==> src/rtl/wlock_pkg.sv <==
// Package: shared types and constants for the block write-lock bank.
// Assumes: register layout fixed at two live bits (write-lock, lock-down).
package wlock_pkg;

    // Software-visible state of one block's lock register.
    typedef struct packed {
        logic down;   // bit 1: freezes the register until reset
        logic wlock;  // bit 0: denies program/erase on the block
    } lock_bits_t;

    // Power-up / reset content: locked, not frozen.
    localparam lock_bits_t LOCK_RESET = '{down: 1'b0, wlock: 1'b1};

    // Width of the register port data.
    localparam int REG_DW = 8;

endpackage

==> src/rtl/wlock_cell.sv <==
// Module: one lock register with a sticky lock-down bit.
// Assumes: wr_en already qualified by index match and access gating.
module wlock_cell
    import wlock_pkg::*;
(
    input  logic       clk,
    input  logic       rst_n,
    input  logic       wr_en,
    input  lock_bits_t wr_bits,
    output lock_bits_t bits
);

    // Register update: reset to locked; writes dropped once frozen.
    always_ff @(posedge clk) begin
        if (!rst_n) begin
            bits <= LOCK_RESET;
        end else if (wr_en && !bits.down) begin
            bits <= wr_bits;
        end
    end

endmodule

==> src/rtl/wlock_merge.sv <==
// Module: merges per-block write-lock bits with the two protect inputs.
// Assumes: the top block is index NUM_BLOCKS-1; pins are already synchronous.
module wlock_merge #(
    parameter int NUM_BLOCKS = 16
) (
    input  logic [NUM_BLOCKS-1:0] wlock,
    input  logic                  tbl_n,
    input  logic                  wp_n,
    output logic [NUM_BLOCKS-1:0] perm
);

    localparam int TOP = NUM_BLOCKS - 1;

    for (genvar i = 0; i < NUM_BLOCKS; i++) begin : g_blk
        if (i == TOP) begin : g_top
            // Top block: guarded by its own pin.
            assign perm[i] = !wlock[i] && tbl_n;
        end else begin : g_rest
            // Remaining blocks: guarded by the shared pin.
            assign perm[i] = !wlock[i] && wp_n;
        end
    end

endmodule

==> src/rtl/wlock_opcap.sv <==
// Module: tracks a program/erase operation and holds its sampled permission.
// Assumes: op_start ignored while busy; out-of-range target is denied.
module wlock_opcap #(
    parameter int NUM_BLOCKS = 16,
    parameter int IDX_W      = 5
) (
    input  logic                  clk,
    input  logic                  rst_n,
    input  logic                  op_start,
    input  logic [IDX_W-1:0]      op_blk,
    input  logic                  op_done,
    input  logic [NUM_BLOCKS-1:0] perm,
    output logic                  op_busy,
    output logic                  op_grant
);

    logic sel_perm;

    // Target permission lookup; unused indexes give 0.
    always_comb begin
        sel_perm = 1'b0;
        for (int i = 0; i < NUM_BLOCKS; i++) begin
            if (op_blk == IDX_W'(i)) sel_perm = perm[i];
        end
    end

    // Busy tracking and one-shot permission capture.
    always_ff @(posedge clk) begin
        if (!rst_n) begin
            op_busy  <= 1'b0;
            op_grant <= 1'b0;
        end else if (op_busy) begin
            if (op_done) begin
                op_busy  <= 1'b0;
                op_grant <= 1'b0;
            end
        end else if (op_start) begin
            op_busy  <= 1'b1;
            op_grant <= sel_perm;
        end
    end

endmodule

==> src/rtl/wlock_bank.sv <==
// Module: top of the write-lock bank: register port, lock cells, pin merge
// and operation capture.
// Assumes: one access per cycle; reads and writes share one index.
module wlock_bank
    import wlock_pkg::*;
#(
    parameter  int NUM_BLOCKS = 16,
    localparam int IDX_W      = $clog2(NUM_BLOCKS) + 1
) (
    input  logic                  clk,
    input  logic                  rst_n,
    input  logic                  reg_we,
    input  logic                  reg_re,
    input  logic [IDX_W-1:0]      reg_idx,
    input  logic [REG_DW-1:0]     reg_wdata,
    output logic [REG_DW-1:0]     reg_rdata,
    input  logic                  tbl_n,
    input  logic                  wp_n,
    input  logic                  op_start,
    input  logic [IDX_W-1:0]      op_blk,
    input  logic                  op_done,
    output logic                  op_busy,
    output logic                  op_grant,
    output logic [NUM_BLOCKS-1:0] blk_perm
);

    lock_bits_t            cell_bits [NUM_BLOCKS];
    logic [NUM_BLOCKS-1:0] wlock_vec;
    logic                  access_ok;
    lock_bits_t            wr_bits;
    lock_bits_t            rd_bits;
    logic                  unused_rsvd;

    // Reserved write bits carry no state.
    assign unused_rsvd = ^reg_wdata[REG_DW-1:2];

    // Port accesses pass only when no operation runs or starts.
    assign access_ok = !op_busy && !op_start;
    assign wr_bits   = lock_bits_t'(reg_wdata[1:0]);

    for (genvar i = 0; i < NUM_BLOCKS; i++) begin : g_cell
        logic hit;
        assign hit = reg_we && access_ok && (reg_idx == IDX_W'(i));
        wlock_cell u_cell (
            .clk     (clk),
            .rst_n   (rst_n),
            .wr_en   (hit),
            .wr_bits (wr_bits),
            .bits    (cell_bits[i])
        );
        assign wlock_vec[i] = cell_bits[i].wlock;
    end

    wlock_merge #(.NUM_BLOCKS(NUM_BLOCKS)) u_merge (
        .wlock (wlock_vec),
        .tbl_n (tbl_n),
        .wp_n  (wp_n),
        .perm  (blk_perm)
    );

    wlock_opcap #(.NUM_BLOCKS(NUM_BLOCKS), .IDX_W(IDX_W)) u_opcap (
        .clk      (clk),
        .rst_n    (rst_n),
        .op_start (op_start),
        .op_blk   (op_blk),
        .op_done  (op_done),
        .perm     (blk_perm),
        .op_busy  (op_busy),
        .op_grant (op_grant)
    );

    // Readback select: software bits only; unused indexes give zero.
    always_comb begin
        rd_bits = '0;
        for (int i = 0; i < NUM_BLOCKS; i++) begin
            if (reg_idx == IDX_W'(i)) rd_bits = cell_bits[i];
        end
    end

    // Registered read data, held when no accepted read.
    always_ff @(posedge clk) begin
        if (!rst_n) begin
            reg_rdata <= '0;
        end else if (reg_re && access_ok) begin
            reg_rdata <= {{(REG_DW-2){1'b0}}, rd_bits};
        end
    end

endmodule

==> config.mk <==
export PLATFORM = sky130hd
export DESIGN_NAME = wlock_bank
export DESIGN_NICKNAME = d
export VERILOG_FILES = /design/src/rtl/wlock_pkg.sv /design/src/rtl/wlock_cell.sv /design/src/rtl/wlock_merge.sv /design/src/rtl/wlock_opcap.sv /design/src/rtl/wlock_bank.sv
export SDC_FILE = /design/constraint.sdc
export NUM_CORES = 1
export LEC_CHECK = 0
export BUFFER_PORTS_ARGS = -buffer_cell sky130_fd_sc_hd__buf_2
export CELL_PAD_IN_SITES_DETAIL_PLACEMENT = 2
export CELL_PAD_IN_SITES_GLOBAL_PLACEMENT = 2
export CORE_ASPECT_RATIO = 1.4
export CORE_MARGIN = 5
export CORE_UTILIZATION = 33
export DETAILED_ROUTE_END_ITERATION = 12
export GPL_ROUTABILITY_DRIVEN = 0
export PLACE_DENSITY = 0.83
export SYNTH_ARGS = -nofsm -noshare
export SYNTH_HDL_FRONTEND = slang
export SYNTH_SLANG_ARGS = --single-unit
==> constraint.sdc <==
create_clock -name clk -period 3.8 [get_ports clk]
set_input_delay 0.19 -clock clk [delete_from_list [all_inputs] [get_ports clk]]
set_output_delay 0.19 -clock clk [all_outputs]
set_load 0.01 [all_outputs]
==> metrics.md <==
| Metric | Value |
|---|---|
| Status | `completed` |
| Yosys top cell area share | `31.7%` |
| Cell family with most CP delay | `simple AND/OR/NAND/NOR gates` |
| Core Region | `0.00666 sq mm` |
| Ys flop type | `dfxtp_1` |
| Die Height | `108 um` |
| Switching share of power | `28.3%` |
| Worst setup SP type | `register` |
| Worst skew pair latency | `0.29 ns` |
| Cell Rows | `35` |
| GR Layer Usage met2 | `36.7%` |
| Post-Syn Instances | `293` |
| Fmax | `532 MHz` |
| Grt ovf | `0` |
| Clock Skews | `0.00385 ns` |
| Worst reg2reg path depth | `5` |
| Post-CTS Setup Inserts | `0` |
| Clock sink total | `36` |
| Internal Pwr Total | `0.565 mW` |
| Seq/Total Area, Yosys | `31.7%` |
| Cell taking the most area after synthesis | `dfxtp_1` |
| Final period util | `49.4%` |
| Worst hold path depth | `4` |
| Final ANT Viol Nets | `0` |
| Critical Path RT | `just under 4 ns` |
| Buffers added on ports | `39` |
| Die width | `roughly 80 um` |
| First-pass iteration count of the detailed router | `4` |
| Crit Path Category | `reg -> reg` |
| VDD IR max | `around 110 uV` |
| CP max-delay cell | `or3b_1` |
| Layout cells sized above 1 | `16.8%` |
| Hold_sp | `op_done` |
| Initial DRC Count | `~110` |
| Post-DP Area | `roughly 0.0025 sq mm` |
| Cell Count, Final, Fillers Out | `413` |
| Setup TNS | `0 ns` |
| Vias | `2305` |
| Minimum clock period | `1.88 ns` |
| Max clock buf depth | `2` |
| GRT Util Overall | `19.9%` |
| # hold bufs at CTS | `0` |
| Num CTS Buffers | `5` |
| DRC | `0` |
| Beginning of the worst register-to-register path | `u_opcap.op_busy` |
| Die area | `0.00866 sq mm` |
| Post-Syn Area per Cell | `7.75 sq um` |
| DPL Wire Length | `6.36 mm` |
| Layout area overhead | `13.2%` |
| Most Used Layer, Global Route | `met2` |
| Hold Crit Endpoint | `u_opcap.op_busy` |
| Worst EP arrival | `2.04 ns` |
| P per Cell Area | `~310 mW/mm^2` |
| Post-layout util | `38.6%` |
| Worst reg2reg setup slack | `1.92 ns` |
| TritonCTS clock tree | `yes` |
| Number of global-route vias before repair | `2532` |
| Max-cap violations | `0` |
| Largest net degree at the start of global routing | `31` |
| PostCTS Resize Cnt | `0` |
| P_leak | `a little over 0.9 nW` |
| GRT met1 Usage | `22.1%` |
| Nets | `346` |
| Worst-path clk slew | `0.07 ns` |
| CTS HTree Levels | `2` |
| Final instance area | `between 0.002 and 0.003 sq mm` |
| M3 GR Usage | `2.25%` |
| EDFF count, synth | `0` |
| Critical path, cell by cell | `or3b_1 > or3_4 > nor3_2 > mux2i_1 > nand2_1` |
| CP peak stage delay | `0.52 ns` |
| RR Endpoint | `g_cell[2].u_cell.bits[0]` |
| Max Slew Vio Count | `0` |
| Top-count cell post-synth | `dfxtp_1` |
| Detailed Route WL | `8.07 mm` |
| Flop pwr share | `48.5%` |
| Netlist Area Pre-Place | `about 0.0023 sq mm` |
| Initial antenna violation count | `0` |
| Clock share of power | `roughly 36%` |
| Final Setup Violations | `0` |
| Slew at the pin closest to its max-slew limit | `0.618 ns` |
| Yosys cell types | `between 50 and 60` |
| RSZ-0062 raised after global routing | `no` |
| Crit path buf inv count | `0` |
| Ports | `52` |
| Seq cells post-synth | `36` |
| Fin. Hold Viols | `0` |
| First-pass GRT wire length | `approximately 13 mm` |
| Logic gate share of total power | `15.0%` |
| Ys async rst share | `0%` |
| Pre-CTS setup slack | `1.70 ns` |
| Fill cells | `818` |
| Worst Slack Setup Final | `slightly below 2 ns` |
| Placed insts | `405` |
| Vias per cell | `5.58` |
| Worst hold path class | `in -> reg` |
| Clk root buf | `clkbuf_8` |
| Initial Util | `34.1%` |
| Main area contributors after synthesis | `dfxtp_1 (32%), mux2i_1 (8.4%), nor2b_1 (5.8%)` |
| Antenna Cells | `0` |
| NetSw | `0.223 mW` |
| Synthesis Warnings | `0` |
| CP Max Fanout | `7` |
| CP Capture Type | `register` |
| Post-synth top cells | `dfxtp_1 (36), nand2_1 (29), nor2_1 (27)` |
| Worst slew margin | `between 50% and 60%` |
| WL/cell | `around 20 um` |
==> registers in the layout, indices dropped and copies added, names as in the netlist <==
signal and count:
reg_rdata 2, g_cell.u_cell.bits 32, u_opcap.op_busy 1, u_opcap.op_grant 1
==> per-stage QoR <==
step           power [mW]  hold slack, ns
6_report            0.789           0.163
5_1_grt             0.817           0.179
4_1_cts             0.796           0.165
3_5_place_dp        0.509           0.479
3_3_place_gp        0.506           0.471
2_1_floorplan       0.473           0.318
==> worst min-delay path, cell delays in order <==
cell and delay (ns):
buf_2 0.07, nand2_1 0.06, nand2_1 0.06, nor2_1 0.03
==> power groups by stage <==
stage / logic [mW] / registers [mW] / clock network, mW
finish: 0.119 / 0.383 / 0.287
global route: 0.129 / 0.383 / 0.304
CTS: 0.118 / 0.383 / 0.295
detailed placement: 0.117 / 0.391 / 0
global placement: 0.115 / 0.391 / 0
floorplan: 0.0818 / 0.391 / 0
==> per-layer routing <==
layer	part of all wire, %	wire [um]	vias to the layer above
met5	0	0	-
met4	4.1	331	0
met3	2.9	232	18
met2	54	4320	64
met1	39	3190	1129
li1	-	-	1094
==> cell families (layout without fill, tap and decap cells) <==
kind of cell / after synthesis / in the layout / synth area share (%)
buffers and inverters: 31 / 54 / 6.56
and+or+nand+nor: 142 / 142 / 33.5
muxes: 21 / 21 / 9.86
other: 1 / 6 / 0.165
DFF: 36 / 36 / 31.7
AOI/OAI and AO/OA: 62 / 62 / 18.2
==> cells in the final DEF (no fill, tap or decap), drive strengths merged, types with 2 or more instances in the layout <==
cell type | netlist | final
a22oi | 2 | 2
nand3 | 10 | 10
nor3b | 2 | 2
o221ai | 2 | 2
clkbuf | 9 | 8
a31oi | 3 | 3
mux2i | 19 | 19
inv | 5 | 5
or3 | 4 | 4
nand3b | 4 | 4
a211oi | 5 | 5
buf | 16 | 40
conb | 1 | 6
dfxtp | 36 | 36
nand4 | 2 | 2
o32a | 2 | 2
nor2 | 27 | 27
nor3 | 18 | 18
nor2b | 21 | 21
nand2b | 10 | 10
nand2 | 29 | 29
o211ai | 3 | 3
o21bai | 2 | 2
nor4 | 10 | 10
a32o | 2 | 2
o21ai | 6 | 6
a21oi | 23 | 23
==> worst max-delay path by stage <==
| stage | start | end | slack, ns | cells past startpoint |
|---|---|---|---|---|
| after detailed placement | reg_idx[0] | g_cell[8].u_cell.bits[0] | 1.70 | 6 |
| after global routing | u_opcap.op_busy | g_cell[0].u_cell.bits[1] | 1.75 | 5 |
| after CTS | u_opcap.op_busy | g_cell[0].u_cell.bits[1] | 1.91 | 5 |
| after global placement | reg_idx[0] | g_cell[8].u_cell.bits[0] | 1.68 | 6 |
| after floorplan | u_opcap.op_busy | g_cell[0].u_cell.bits[0] | 2.08 | 6 |
| final | u_opcap.op_busy | g_cell[2].u_cell.bits[0] | 1.92 | 5 |
==> layout make-up <==
class / count / area (sq um) / share of cell area, %
clock buffer: 8 / 90.1 / 3.50
sequential: 36 / 721 / 28.0
timing repair buffer: 40 / 203 / 7.88
multi-input combinational: 231 / 1420 / 55.2
tap: 92 / 115 / 4.48
inverter: 6 / 22.5 / 0.876
Power figures use the tool's default switching activity.
